## config.mk

```make
export PLATFORM = sky130hd
export DESIGN_NAME = tmr_channel
export DESIGN_NICKNAME = d
export VERILOG_FILES = /design/src/rtl/tmr_pkg.sv /design/src/rtl/tmr_tick_gen.sv /design/src/rtl/tmr_count_core.sv /design/src/rtl/tmr_irq_status.sv /design/src/rtl/tmr_channel.sv
export SDC_FILE = /design/constraint.sdc
export NUM_CORES = 1
export LEC_CHECK = 0
export BUFFER_PORTS_ARGS = -buffer_cell sky130_fd_sc_hd__buf_4
export CORE_MARGIN = 2
export CORE_UTILIZATION = 60
export CTS_CLUSTER_DIAMETER = 200
export DETAILED_ROUTE_END_ITERATION = 8
export PLACE_DENSITY = 0.8
export SLEW_MARGIN = 20
export SYNTH_ARGS = -nofsm -noshare
export SYNTH_HDL_FRONTEND = slang
export SYNTH_SLANG_ARGS = --single-unit
```

## constraint.sdc

```tcl
create_clock -name clk -period 4.4 [get_ports clk]
set_input_delay 0.44 -clock clk [delete_from_list [all_inputs] [get_ports clk]]
set_output_delay 0.44 -clock clk [all_outputs]
set_load 0.01 [all_outputs]
```

## src/rtl/tmr_pkg.sv

```systemverilog
package tmr_pkg;

  localparam int PDIV_W = 4;
  localparam int DIV_W  = (1 << PDIV_W) + 1;
  localparam int IRQ_W  = 5;
  localparam int NMATCH = 3;

  localparam int BIT_INTV  = 0;
  localparam int BIT_MATCH = 1;
  localparam int BIT_OVF   = 4;

  localparam logic [3:0] A_CLK   = 4'd0;
  localparam logic [3:0] A_CTRL  = 4'd1;
  localparam logic [3:0] A_COUNT = 4'd2;
  localparam logic [3:0] A_LIMIT = 4'd3;
  localparam logic [3:0] A_CMP0  = 4'd4;
  localparam logic [3:0] A_STAT  = 4'd7;
  localparam logic [3:0] A_EN    = 4'd8;

  typedef struct packed {
    logic              fall_edge;
    logic              ext_src;
    logic [PDIV_W-1:0] pdiv;
    logic              pre_on;
  } clk_cfg_t;

  typedef struct packed {
    logic pol;
    logic wave_off;
    logic zero;
    logic match_on;
    logic down;
    logic intv_mode;
    logic stop;
  } cnt_cfg_t;

  localparam cnt_cfg_t CNT_CFG_RST = 7'h21;

  function automatic logic [DIV_W-1:0] presc_limit(input logic [PDIV_W-1:0] n);
    return (DIV_W'(2) << n) - DIV_W'(1);
  endfunction

endpackage

```

## src/rtl/tmr_tick_gen.sv

```systemverilog
module tmr_tick_gen
  import tmr_pkg::*;
(
  input  logic     clk,
  input  logic     rst_n,
  input  logic     ext_clk_i,
  input  clk_cfg_t cfg_i,
  input  logic     run_i,
  input  logic     restart_i,
  output logic     ext_edge_o,
  output logic     tick_o
);

  logic sync1_q, sync2_q, sync3_q;
  logic rise_w, fall_w, src_w, at_limit_w;
  logic [DIV_W-1:0] div_q;
  logic [DIV_W-1:0] limit_w;

  always_ff @(posedge clk or negedge rst_n) begin
    if (!rst_n) begin
      sync1_q <= 1'b0;
      sync2_q <= 1'b0;
      sync3_q <= 1'b0;
    end else begin
      sync1_q <= ext_clk_i;
      sync2_q <= sync1_q;
      sync3_q <= sync2_q;
    end
  end

  assign rise_w     = sync2_q & ~sync3_q;
  assign fall_w     = ~sync2_q & sync3_q;
  assign ext_edge_o = cfg_i.fall_edge ? fall_w : rise_w;
  assign src_w      = cfg_i.ext_src ? ext_edge_o : 1'b1;

  assign limit_w    = presc_limit(cfg_i.pdiv);
  assign at_limit_w = (div_q >= limit_w);

  always_ff @(posedge clk or negedge rst_n) begin
    if (!rst_n) begin
      div_q <= '0;
    end else if (restart_i) begin
      div_q <= '0;
    end else if (run_i && src_w && cfg_i.pre_on) begin
      div_q <= at_limit_w ? '0 : div_q + DIV_W'(1);
    end
  end

  assign tick_o = run_i & src_w & (~cfg_i.pre_on | at_limit_w);

  AST_EDGE_SINGLE: assert property (@(posedge clk) disable iff (!rst_n)
    ext_edge_o |=> (!ext_edge_o || cfg_i.fall_edge != $past(cfg_i.fall_edge)))
    else $error("edge pulse longer than one cycle");

  AST_PRESC_GAP: assert property (@(posedge clk) disable iff (!rst_n)
    (tick_o && cfg_i.pre_on) |=> (!tick_o || !cfg_i.pre_on))
    else $error("prescaled ticks back to back");

endmodule

```

## src/rtl/tmr_count_core.sv

```systemverilog
module tmr_count_core
  import tmr_pkg::*;
#(
  parameter int CW = 16,
  parameter int NM = NMATCH
)(
  input  logic                   clk,
  input  logic                   rst_n,
  input  logic                   tick_i,
  input  logic                   restart_i,
  input  cnt_cfg_t               ctrl_i,
  input  logic [CW-1:0]          limit_i,
  input  logic [NM-1:0][CW-1:0]  cmp_i,
  output logic [CW-1:0]          count_o,
  output logic                   wrap_ovf_o,
  output logic                   wrap_intv_o,
  output logic [NM-1:0]          hit_o,
  output logic                   wave_o
);

  function automatic logic [CW:0] step_value(input logic [CW-1:0] cur,
                                             input logic [CW-1:0] lim,
                                             input logic dn,
                                             input logic bounded);
    logic          wr;
    logic [CW-1:0] nx;
    wr = 1'b0;
    nx = cur;
    if (!dn) begin
      if (bounded ? (cur >= lim) : (cur == {CW{1'b1}})) begin
        wr = 1'b1;
        nx = '0;
      end else begin
        nx = cur + CW'(1);
      end
    end else if (cur == '0) begin
      wr = 1'b1;
      nx = bounded ? lim : {CW{1'b1}};
    end else begin
      nx = cur - CW'(1);
    end
    return {wr, nx};
  endfunction

  logic [CW-1:0] count_q;
  logic [CW-1:0] next_w;
  logic          wrap_w, step_w;
  logic          wave_act_q;

  assign step_w           = tick_i & ~restart_i;
  assign {wrap_w, next_w} = step_value(count_q, limit_i, ctrl_i.down, ctrl_i.intv_mode);
  assign wrap_ovf_o       = step_w & wrap_w & ~ctrl_i.intv_mode;
  assign wrap_intv_o      = step_w & wrap_w & ctrl_i.intv_mode;

  always_ff @(posedge clk or negedge rst_n) begin
    if (!rst_n)         count_q <= '0;
    else if (restart_i) count_q <= '0;
    else if (step_w)    count_q <= next_w;
  end

  for (genvar gi = 0; gi < NM; gi++) begin : g_cmp
    assign hit_o[gi] = step_w & ctrl_i.match_on & (next_w == cmp_i[gi]);
  end

  always_ff @(posedge clk or negedge rst_n) begin
    if (!rst_n)                       wave_act_q <= 1'b0;
    else if (restart_i)               wave_act_q <= 1'b0;
    else if (hit_o[0])                wave_act_q <= 1'b1;
    else if (wrap_ovf_o || wrap_intv_o) wave_act_q <= 1'b0;
  end

  assign wave_o  = ~ctrl_i.wave_off & (wave_act_q ^ ctrl_i.pol);
  assign count_o = count_q;

  AST_STOP_FREEZE: assert property (@(posedge clk) disable iff (!rst_n)
    (ctrl_i.stop && !restart_i) |=> $stable(count_q))
    else $error("count moved while stopped");

  AST_RESTART_ZERO: assert property (@(posedge clk) disable iff (!rst_n)
    restart_i |=> (count_q == '0))
    else $error("restart did not zero count");

  AST_UP_WRAP_ZERO: assert property (@(posedge clk) disable iff (!rst_n)
    (wrap_ovf_o && !ctrl_i.down) |=> (count_q == '0))
    else $error("up wrap did not land on zero");

  AST_LIMIT_BOUND: assert property (@(posedge clk) disable iff (!rst_n)
    (ctrl_i.intv_mode && !ctrl_i.down && count_q <= limit_i) |=> (count_q <= $past(limit_i)))
    else $error("interval count escaped the limit");

endmodule

```

## src/rtl/tmr_irq_status.sv

```systemverilog
module tmr_irq_status
  import tmr_pkg::*;
(
  input  logic             clk,
  input  logic             rst_n,
  input  logic [IRQ_W-1:0] set_i,
  input  logic             rd_clr_i,
  input  logic [IRQ_W-1:0] en_i,
  output logic [IRQ_W-1:0] status_o,
  output logic             irq_o
);

  logic [IRQ_W-1:0] status_q;

  always_ff @(posedge clk or negedge rst_n) begin
    if (!rst_n) status_q <= '0;
    else        status_q <= (rd_clr_i ? '0 : status_q) | set_i;
  end

  assign status_o = status_q;
  assign irq_o    = |(status_q & en_i);

  AST_READ_CLEARS: assert property (@(posedge clk) disable iff (!rst_n)
    (rd_clr_i && set_i == '0) |=> (status_o == '0))
    else $error("status not cleared by read");

  AST_STICKY_BITS: assert property (@(posedge clk) disable iff (!rst_n)
    !rd_clr_i |=> ((status_o & $past(status_o)) == $past(status_o)))
    else $error("status bit lost without read");

  AST_EVENT_KEPT: assert property (@(posedge clk) disable iff (!rst_n)
    (set_i != '0) |=> ((status_o & $past(set_i)) == $past(set_i)))
    else $error("raised status bit dropped");

endmodule

```

## src/rtl/tmr_channel.sv

```systemverilog
module tmr_channel
  import tmr_pkg::*;
#(
  parameter int CW = 16,
  parameter int DW = 32,
  parameter int AW = 4
)(
  input  logic          clk,
  input  logic          rst_n,
  input  logic          ext_clk_i,
  input  logic          wr_en_i,
  input  logic          rd_en_i,
  input  logic [AW-1:0] addr_i,
  input  logic [DW-1:0] wdata_i,
  output logic [DW-1:0] rdata_o,
  output logic          irq_o,
  output logic          wave_o
);

  localparam int CFG_W = $bits(cnt_cfg_t);

  clk_cfg_t                    clk_cfg_q;
  cnt_cfg_t                    cnt_cfg_q;
  logic [CW-1:0]               limit_q;
  logic [NMATCH-1:0][CW-1:0]   cmp_q;
  logic [IRQ_W-1:0]            irq_en_q;

  logic                        restart_w, rd_clr_w, tick_w, ext_edge_w;
  logic [CW-1:0]               count_w;
  logic                        wrap_ovf_w, wrap_intv_w;
  logic [NMATCH-1:0]           hit_w;
  logic [IRQ_W-1:0]            set_w, status_w;
  logic [AW-1:0]               cmp_base_w;

  assign cmp_base_w = AW'(A_CMP0);
  assign restart_w  = wr_en_i && (addr_i == AW'(A_CTRL)) && wdata_i[4];
  assign rd_clr_w   = rd_en_i && (addr_i == AW'(A_STAT));

  always_ff @(posedge clk or negedge rst_n) begin
    if (!rst_n) begin
      clk_cfg_q <= '0;
      cnt_cfg_q <= CNT_CFG_RST;
      limit_q   <= '1;
      cmp_q     <= '0;
      irq_en_q  <= '0;
    end else if (wr_en_i) begin
      if (addr_i == AW'(A_CLK))   clk_cfg_q <= clk_cfg_t'(wdata_i[$bits(clk_cfg_t)-1:0]);
      if (addr_i == AW'(A_CTRL))  cnt_cfg_q <= cnt_cfg_t'({wdata_i[6:5], 1'b0, wdata_i[3:0]});
      if (addr_i == AW'(A_LIMIT)) limit_q   <= wdata_i[CW-1:0];
      if (addr_i == AW'(A_EN))    irq_en_q  <= wdata_i[IRQ_W-1:0];
      for (int k = 0; k < NMATCH; k++) begin
        if (addr_i == cmp_base_w + AW'(k)) cmp_q[k] <= wdata_i[CW-1:0];
      end
    end
  end

  tmr_tick_gen u_tick (
    .clk        (clk),
    .rst_n      (rst_n),
    .ext_clk_i  (ext_clk_i),
    .cfg_i      (clk_cfg_q),
    .run_i      (~cnt_cfg_q.stop),
    .restart_i  (restart_w),
    .ext_edge_o (ext_edge_w),
    .tick_o     (tick_w)
  );

  tmr_count_core #(.CW(CW), .NM(NMATCH)) u_core (
    .clk         (clk),
    .rst_n       (rst_n),
    .tick_i      (tick_w),
    .restart_i   (restart_w),
    .ctrl_i      (cnt_cfg_q),
    .limit_i     (limit_q),
    .cmp_i       (cmp_q),
    .count_o     (count_w),
    .wrap_ovf_o  (wrap_ovf_w),
    .wrap_intv_o (wrap_intv_w),
    .hit_o       (hit_w),
    .wave_o      (wave_o)
  );

  always_comb begin
    set_w                                 = '0;
    set_w[BIT_INTV]                       = wrap_intv_w;
    set_w[BIT_MATCH +: NMATCH]            = hit_w;
    set_w[BIT_OVF]                        = wrap_ovf_w;
  end

  tmr_irq_status u_stat (
    .clk      (clk),
    .rst_n    (rst_n),
    .set_i    (set_w),
    .rd_clr_i (rd_clr_w),
    .en_i     (irq_en_q),
    .status_o (status_w),
    .irq_o    (irq_o)
  );

  always_comb begin
    rdata_o = '0;
    case (addr_i)
      AW'(A_CLK):   rdata_o = DW'(clk_cfg_q);
      AW'(A_CTRL):  rdata_o = DW'(cnt_cfg_q);
      AW'(A_COUNT): rdata_o = DW'(count_w);
      AW'(A_LIMIT): rdata_o = DW'(limit_q);
      AW'(A_STAT):  rdata_o = DW'(status_w);
      AW'(A_EN):    rdata_o = DW'(irq_en_q);
      default: begin
        for (int k = 0; k < NMATCH; k++) begin
          if (addr_i == cmp_base_w + AW'(k)) rdata_o = DW'(cmp_q[k]);
        end
      end
    endcase
  end

  AST_CTRL_NO_ZERO_BIT: assert property (@(posedge clk) disable iff (!rst_n)
    1'b1 |-> (cnt_cfg_q[4] == 1'b0 && CFG_W == 7))
    else $error("self-clearing bit stored");

  AST_EDGE_NEEDS_EXT: assert property (@(posedge clk) disable iff (!rst_n)
    (tick_w && clk_cfg_q.ext_src && !clk_cfg_q.pre_on) |-> ext_edge_w)
    else $error("tick without external edge");

endmodule

```

* After elaboration in Yosys (flattened, before gate mapping)
Cells that the tools add are included.
Word-level totals: ROM bits 0, bits in registers 124, RAM bits 0, output and inout bits 34, latch bits 0, logic and storage cells 107, input port bits 41, memories kept 0
Operators by class: multiplexer cells 23, shift operators 1, magnitude comparators 2, eq/ne operators 12, reductions and logical operators 19, $add $sub $neg 4, bitwise operators 24, divide/modulo/power cells 0, $mul 0
Operators with widths (number):
- 32-bit case mux with 6 select lines | 1
- 16-bit two-way mux | 7
- 32-bit two-way mux | 2
- 17-bit two-way mux | 3
- 16-bit == test | 3
- 17-bit by 1-bit adder with 17-bit output (second input constant) | 1
- 17-bit >= comparator | 1
- 2-bit by 4-bit << shifter with 17-bit output (first input constant) | 1
- 17-bit by 2-bit subtractor with 17-bit output (second input constant) | 1
- 16-bit by 1-bit adder with 16-bit output (second input constant) | 1
- 16-bit == test (second input constant) | 1
- 4-bit by 3-bit == test with 1-bit output (second input constant) | 4
- 16-bit >= comparator | 1
- 16-bit zero test | 1
- 16-bit by 1-bit subtractor with 16-bit output (second input constant) | 1
- 2-bit AND reduction | 7
- 1-bit AND | 13
- 1-bit two-way mux | 9
- 4-bit by 2-bit == test with 1-bit output (second input constant) | 2
- 1-bit inverter | 7
- 5-bit AND | 1
- 1-bit logical AND | 5
- 5-bit two-way mux | 1
- 5-bit bitwise OR | 1
- other kinds (9) | 10

* Longest topological paths before layout
Gate-level depths: netlist of the first run.
depth after elaboration 13, mapped depth 18, depth with buffers taken out 16

* Cells and area by module
Synthesis of the first run repeated with hierarchy kept, for this count alone.
Second synthesis, totals: cells, all modules 938, area total of the unflattened synthesis 9188.8 sq um
Modules (own cells, without submodules):
- tmr_channel | seq. area each 2074.5 sq um, cells each 338, area each 4271.6 sq um, times used 1
- tmr_count_core | seq. area each 425.4 sq um, cells each 398, area each 3071.7 sq um, times used 1
- tmr_tick_gen | seq. area each 500.5 sq um, cells each 188, area each 1657.8 sq um, times used 1
- tmr_irq_status | seq. area each 125.1 sq um, cells each 14, area each 187.7 sq um, times used 1

* Worst setup path after synthesis of the first run
Ideal clock, no wire load.
path type register to register, start point reg clk_cfg_q[2] (netlist name), end point reg u_stat.status_q[3] (netlist: u_stat.status_o[3]), setup slack 0.946 ns, data required time 4.305 ns, clock period less this slack 3.454 ns, library setup time 0.095 ns, data arrival time 3.358 ns, buffers on the path 3, cell stages (with the launch flop) 17, path through dfrtp_1 -> clkbuf_1 -> clkbuf_1 -> nand3b_1 -> ha_1 -> clkbuf_1 -> mux2i_1 -> o32a_1 -> ha_1 -> nand4_1 -> nor3_1 -> a221oi_1 -> a21oi_1 -> nand3_1 -> o21ba_2 -> nand4_1 -> o31ai_1
Between the ends: cells in the longest elaborated chain, start to end 9
Ends and longest elaborated chain:
- start: declaration | line tmr_channel.sv:22 | clk_cfg_t clk_cfg_q;
- start signal: assignment | line tmr_channel.sv:47 | if (addr_i == AW'(A_CLK)) clk_cfg_q <= clk_cfg_t'(wdata_i[$bits(clk_cfg_t)-1:0]);
- 2-bit by 4-bit << shifter with 17-bit output | line tmr_pkg.sv:40 | return (DIV_W'(2) << n) - DIV_W'(1);
- 17-bit by 2-bit subtractor with 17-bit output | line tmr_pkg.sv:40
- 17-bit >= comparator | line tmr_tick_gen.sv:37 | assign at_limit_w = (div_q >= limit_w);
- 1-bit bitwise OR | line tmr_tick_gen.sv:49 | assign tick_o = run_i & src_w & (~cfg_i.pre_on | at_limit_w);
- 1-bit AND | line tmr_tick_gen.sv:49
- 1-bit AND | line tmr_count_core.sv:50 | assign step_w = tick_i & ~restart_i;
- 1-bit AND (2 in a row) | line tmr_count_core.sv:62 | assign hit_o[gi] = step_w & ctrl_i.match_on & (next_w == cmp_i[gi]);
- 5-bit bitwise OR | line tmr_irq_status.sv:17 | else status_q <= (rd_clr_i ? '0 : status_q) | set_i;
- end signal: assignment | line tmr_irq_status.sv:17
- end: declaration | line tmr_irq_status.sv:13 | logic [IRQ_W-1:0] status_q;
Every way passes these cells. A chain may end at the register's enable or synchronous reset.

* Worst setup path in the final report of the first run
start point reg clk_cfg_q[1] (netlist name), end point reg u_stat.status_q[1] (netlist: u_stat.status_o[1])
The elaborated chain is that of the path after synthesis.

==> reports/metrics.yaml, run 1 <==
floorplan:
  die_height_um: 127.4
  dieArea_mm2: 0.01624
  ios: 75
  core-area_mm2: 0.01503
  initial_core_util: 0.6081
  die_w_um: 127.4
  rows: 45
routing:
  via_count: 8727
  avgRoutedWirePerCell_um: 21.86
  drc: 2
  viasPerCell: 6.915
  wl_mm: 27.59
  drtAntennaViolNets: 0
  drt-initial-drc-count: 1141
  dr.pass1.iters: 8
synth:
  netlist_area_mm2: 0.009141
  synth_seq_area_share: 0.3419
  synth_edf_count: 0
  ys_types: 76
  yosysWarnings: 0
  synth_ff_type: "dfrtp_1"
  avgSynthCellArea_um2: 8.815
  synth-seq-cells: 124
  synthCells: 1037
  ys_async_sr_fraction: 1.000
global_routing:
  grt-ovfl-total: 0
  grtUsageTotal: 0.3470
  grt_antenna_before_repair: 0
  grt_max_degree: 44
  first_global_vias: 7959
  grt_pass1_wl_mm: 43.77
setup_path:
  crit_type: "reg -> reg"
  crit_fanout: 15
  required_ps: 4730
  setup.worst_path.start_class: "flip-flop"
  endpoint_kind: "flip-flop"
  worstPathArrival_ps: 4310
cts:
  cts-htree-levels: 4
  cts_buffers: 17
  path_clk_slew_ps: 60
  clock_path_buffers: 2
  post_cts_buffers: 0
  postCtsHoldBufs: 0
  clockRootBuffer: "clkbuf_16"
  postCtsResizedCells: 0
  clock_latency_ps: 430
  cts_tree: "yes"
  cts.sinks: 124
power:
  power_density_mw_per_mm2: 580.8
  p_leak_nw: 4.301
  peakVddDrop_v: 0.0003812
timing:
  slew_violations: 0
  holdWs_ps: -4.850
  finalHoldViolations: 3
  fmax_mhz: 251.7
  setup_viol: 0
  worst_pin_slew_ps: 1203
  min_period_ps: 3973
  slew-limit-headroom: 0.1975
  final.setup.tns_ps: 0
  period_share: 0.9029
  clock_skew_ps: 9.592
  grt_setup_unrepaired: "false"
placed_design:
  gp_congestion: 0.9914
  dpl.hpwl_mm: 19.38
  portBuffers: 42
outcome:
  violations: "DRC, hold timing"
  status: "complete, but fails checks"
layout:
  area_growth_pct: 11.22
  utilization: 0.6763
  nets: 1138
  final_layout_size_suffix_gt1_frac: 0.1862
  diodes: 0
min_path:
  min_path_type: "in -> async"
flow_run:
  maxCapViolCount: 0
## flip-flops by register name, summed over array words and instances, names as in the netlist
| register | cells |
|---|---|
| clk_cfg_q | 7 |
| cmp_q | 48 |
| cnt_cfg_q | 6 |
| irq_en_q | 5 |
| limit_q | 16 |
| u_core.count_o | 16 |
| u_core.wave_act_q | 1 |
| u_stat.status_o | 5 |
| u_tick.div_q | 17 |
| u_tick.sync1_q | 1 |
| u_tick.sync2_q | 1 |
| u_tick.sync3_q | 1 |
## cell type report
| type | instances | area [um2] |
|---|---|---|
| repair buffers | 72 | 540.5 |
| clock buffers | 22 | 474.2 |
| fillers | 1213 | 4866 |
| clock inverters | 10 | 115.1 |
| flip-flops and latches | 124 | 3126 |
| inverters | 36 | 135.1 |
| multi-input cells | 810 | 5542 |
| well taps | 188 | 235.2 |
## layer usage
metal,GRT usage,wire length (um),vias to the layer above
met5,0,0,-
met4,0.1377,1025,0
met3,0.09045,3056,87
met2,0.5256,12380,564
met1,0.4769,11120,4147
li1,-,-,3929
## layout by cell type, fill, tap and decap left out, types with 10 or more instances in the layout
cell and instances:
nor3_1 23, nand2b_1 10, ha_1 36, o211ai_1 10, xor2_1 15, nand4_1 37
conb_1 17, o21ai_0 77, nand3_1 28, clkbuf_16 17, dfrtp_1 106, mux2_2 61
nand2_1 70, dfstp_2 18, a21oi_1 70, buf_4 72, or3_1 14, inv_1 36
nor4_1 18, o22ai_1 11, and3_1 39, xnor2_1 15, mux2i_1 35, a32oi_1 11
nor2_1 65
## final timing paths
path	startpoint	to	slack, ps	depth (start not counted)
min in group clk	ext_clk_i	u_tick.sync1_q	120	1
worst max register to register	clk_cfg_q[1]	u_stat.status_o[1]	430	15
worst min register to register	u_tick.sync1_q	u_tick.sync2_q	360	0
max in group asynchronous	rst_n	limit_q[8]	3430	2
worst max-delay path	clk_cfg_q[1]	u_stat.status_o[1]	430	15
worst min-delay path	rst_n	u_tick.div_q[3]	-5	1
## worst max-delay path: stages, from the launching register on
cell,delay [ps]
dfrtp_1,610
nor2_1,120
nand2_1,110
ha_1,450
nor3b_1,250
a31oi_1,60
o22a_1,220
ha_1,310
nand4_1,90
nor3_1,190
a221oi_1,150
a21oi_2,180
nand3_1,270
nor3_1,350
nand4_1,240
o31ai_1,290
## synthesized netlist by cell type (all sizes together) (6+ instances only)
| cell | number | area (um2) |
|---|---|---|
| a31oi | 10 | 68.81 |
| nor3 | 23 | 115.1 |
| ha | 36 | 450.4 |
| a311oi | 9 | 78.83 |
| mux2 | 61 | 686.9 |
| nand3 | 28 | 140.1 |
| o211ai | 10 | 75.07 |
| nand2b | 10 | 62.56 |
| dfrtp | 106 | 2653 |
| mux2i | 35 | 350.3 |
| buf | 33 | 215.2 |
| or2 | 6 | 37.54 |
| nand4 | 37 | 231.5 |
| nand2 | 70 | 262.8 |
| nand3b | 6 | 45.04 |
| or3 | 14 | 87.58 |
| or4 | 8 | 67.56 |
| inv | 36 | 135.1 |
| clkbuf | 49 | 183.9 |
| a21oi | 72 | 364.1 |
| a32oi | 11 | 96.34 |
| and3 | 39 | 244.0 |
| xnor2 | 15 | 131.4 |
| and2 | 6 | 37.54 |
| nor2b | 6 | 37.54 |
| nor4 | 21 | 167.7 |
| o22ai | 11 | 68.82 |
| o21ai | 78 | 390.4 |
| xor2 | 15 | 131.4 |
| a211oi | 9 | 67.56 |
| a21o | 8 | 60.06 |
| o31ai | 9 | 67.56 |
| dfstp | 18 | 473.0 |
| nor2 | 65 | 244.0 |
## cells by family after synthesis
group	count (synthesis)	synth area share
simple gates	356	0.2106
buf+inv	118	0.05844
compound gates	273	0.1918
mux	98	0.1184
xor+xnor	30	0.02874
flops	124	0.3419
fa+ha+maj	36	0.04927
other cells	2	0.0008215
## where the power goes
| group | switching [W] | internal, W |
|---|---|---|
| combinational | 0.00154 | 0.00107 |
| clock | 0.000541 | 0.000877 |
| sequential | 0.000435 | 0.00144 |
| total | 0.00252 | 0.00339 |
## metrics by stage
step / total power [W] / std cells / instance area [um2] / setup slack, ps
CTS: 0.005823 / 1262 / 10170 / 520.2
global placement: 0.004305 / 1230 / 9578 / 674.3
detailed placement: 0.004384 / 1230 / 9578 / 569.4
finish: 0.005905 / 1262 / 10170 / 427.4
global route: 0.006262 / 1262 / 10170 / 132.7
floorplan: 0.003621 / 1052 / 9198 / 946.1
No activity file was read; power rests on OpenSTA's default activity.
==> run 2: changes to the inputs <==
Settings changed: RECOVER_POWER from default to 100.
==> run 2 against run 1 <==
Net effect: the flow finishes with violations (capacitance limit, slew limit); hold slack improved by 150 ps; count of clock-buffer cells in the layout stayed put; global-route usage unchanged; non-clock buffer count unchanged; first-iteration DRC count grew 0.26%; critical path depth down 6; flip-flop and latch count is the same; total power decreased by 0.29%; clock power barely moved; sequential share of layout area rose by 0.29 points.
==> reports/metrics.yaml, run 2 (synthesis gave the netlist of run 1 again) <==
routing:
  viasPerCell: 6.910
  dr.pass1.iters: 8
  via_count: 8720
  drtAntennaViolNets: 0
  drc: 0
  wl_mm: 27.60
  drt-initial-drc-count: 1144
  avgRoutedWirePerCell_um: 21.87
layout:
  final_common_cell: "dfrtp_1"
  diodes: 0
  utilization: 0.6699
  nets: 1138
  area_growth_pct: 10.17
  seq_area_mm2: 0.003126
  largest_register_ff_count: 48
  multi_input_area_mm2: 0.005538
  final_cell_count_no_fill: 1262
  layout_common_cells: "106 x dfrtp_1, 77 x o21ai_0, 71 x a21oi_1"
  largest-register: "cmp_q"
  fillers: 1240
  largestRegisters: "cmp_q: 48 flops, u_tick.div_q: 17 flops"
  final_layout_size_suffix_gt1_frac: 0.1639
floorplan:
  rows: 45
  die_w_um: 127.4
  core-area_mm2: 0.01503
  die_height_um: 127.4
  dieArea_mm2: 0.01624
  ios: 75
  initial_core_util: 0.6081
global_routing:
  use_met3: 0.09045
  use_met2: 0.5256
  grt_antenna_before_repair: 0
  grt-ovfl-total: 0
  grtUsageTotal: 0.3470
  first_global_vias: 7959
  grtUsageMet1: 0.4769
  grt_pass1_wl_mm: 43.77
  grt_max_degree: 44
  busiest_layer: "met2"
placed_design:
  portBuffers: 42
  dpl.hpwl_mm: 19.38
  gp_congestion: 0.9914
  dp_cells: 1230
timing:
  grt_setup_unrepaired: "false"
  slew-limit-headroom: -0.6590
  finalHoldViolations: 0
  worst_pin_slew_ps: 2489
  period_share: 0.9391
  clock_skew_ps: 9.710
  slew_violations: 118
  setup_viol: 0
  fmax_mhz: 242.0
  final.setup.tns_ps: 0
  min_period_ps: 4132
power:
  power_density_mw_per_mm2: 584.7
  peakVddDrop_v: 0.0003838
  p_leak_nw: 4.206
setup_path:
  worstPathArrival_ps: 4470
  crit_type: "in -> reg"
  endpoint_kind: "flip-flop"
  timing.rr.start: "clk_cfg_q[1]"
  crit_start: "addr_i[0]"
  crit_fanout: 42
  required_ps: 4740
  setup.worst_path.start_class: "input pin"
cts:
  post_cts_buffers: 0
  clock_path_buffers: 2
  clock_latency_ps: 430
  cts.sinks: 124
  cts-htree-levels: 4
  path_clk_slew_ps: 60
  postCtsHoldBufs: 0
  postCtsResizedCells: 0
  cts_buffers: 17
  clockRootBuffer: "clkbuf_16"
  cts_tree: "yes"
outcome:
  violations: "capacitance limit, slew limit"
  status: "complete, but fails checks"
flow_run:
  maxCapViolCount: 3
min_path:
  min_path_type: "in -> reg"
  hp-start: "ext_clk_i"
## run 2: cell types whose count changed in the layout (fill, tap and decap cells not counted), sizes merged
cell / previous run / this run
buf: 72 / 45
clkbuf: 22 / 49
## run 2: per-layer routing
metal,vias to the layer above,share of wire
met5,-,0
met4,0,0.036
met3,92,0.11
met2,564,0.45
met1,4143,0.40
li1,3921,-
## run 2: worst max-delay path, cell delays in order
cell	delay, ps
clkbuf_1	1730
nor2b_1	300
and4_1	200
clkbuf_2	400
a21o_1	260
nand4_1	220
or2_2	370
or3_1	360
a21oi_1	150
## run 2: layout make-up
type | instances | area share
Clock buffer | 22 | 0.04709
Clock inverter | 10 | 0.01143
Inverter | 36 | 0.01342
Multi-Input combinational cell | 810 | 0.5499
Sequential cell | 124 | 0.3103
Tap cell | 188 | 0.02336
Timing Repair Buffer | 72 | 0.04448
## run 2: stage by stage
step	hold slack, ps	total power [W]	setup WS [ps]	area, um2
floorplan	144.4	0.003621	946.1	9198
global placement	346.1	0.004305	674.3	9578
detailed placement	342.6	0.004384	569.4	9578
CTS	9.049	0.005823	520.2	10170
global route	128.8	0.006237	103.0	10070
finish	144.0	0.005889	267.9	10070
## run 2: final timing paths
| kind | end | slack (ps) | depth (start not counted) |
|---|---|---|---|
| worst max-delay path | u_tick.div_q[16] | 270 | 9 |
| worst min register to register | u_tick.sync2_q | 360 | 0 |
| worst max register to register | u_core.count_o[10] | 400 | 14 |
| worst min-delay path | u_tick.sync1_q | 140 | 1 |
| min in group asynchronous | u_tick.div_q[3] | 700 | 1 |
| max in group asynchronous | cmp_q[23] | 1660 | 2 |
## run 2: power breakdown
part           total [W]  switching, W  internal, W
Clock            0.00142      0.000543     0.000877
Combinational    0.00259       0.00155      0.00105
Sequential       0.00188      0.000434      0.00144
Total            0.00589       0.00252      0.00337
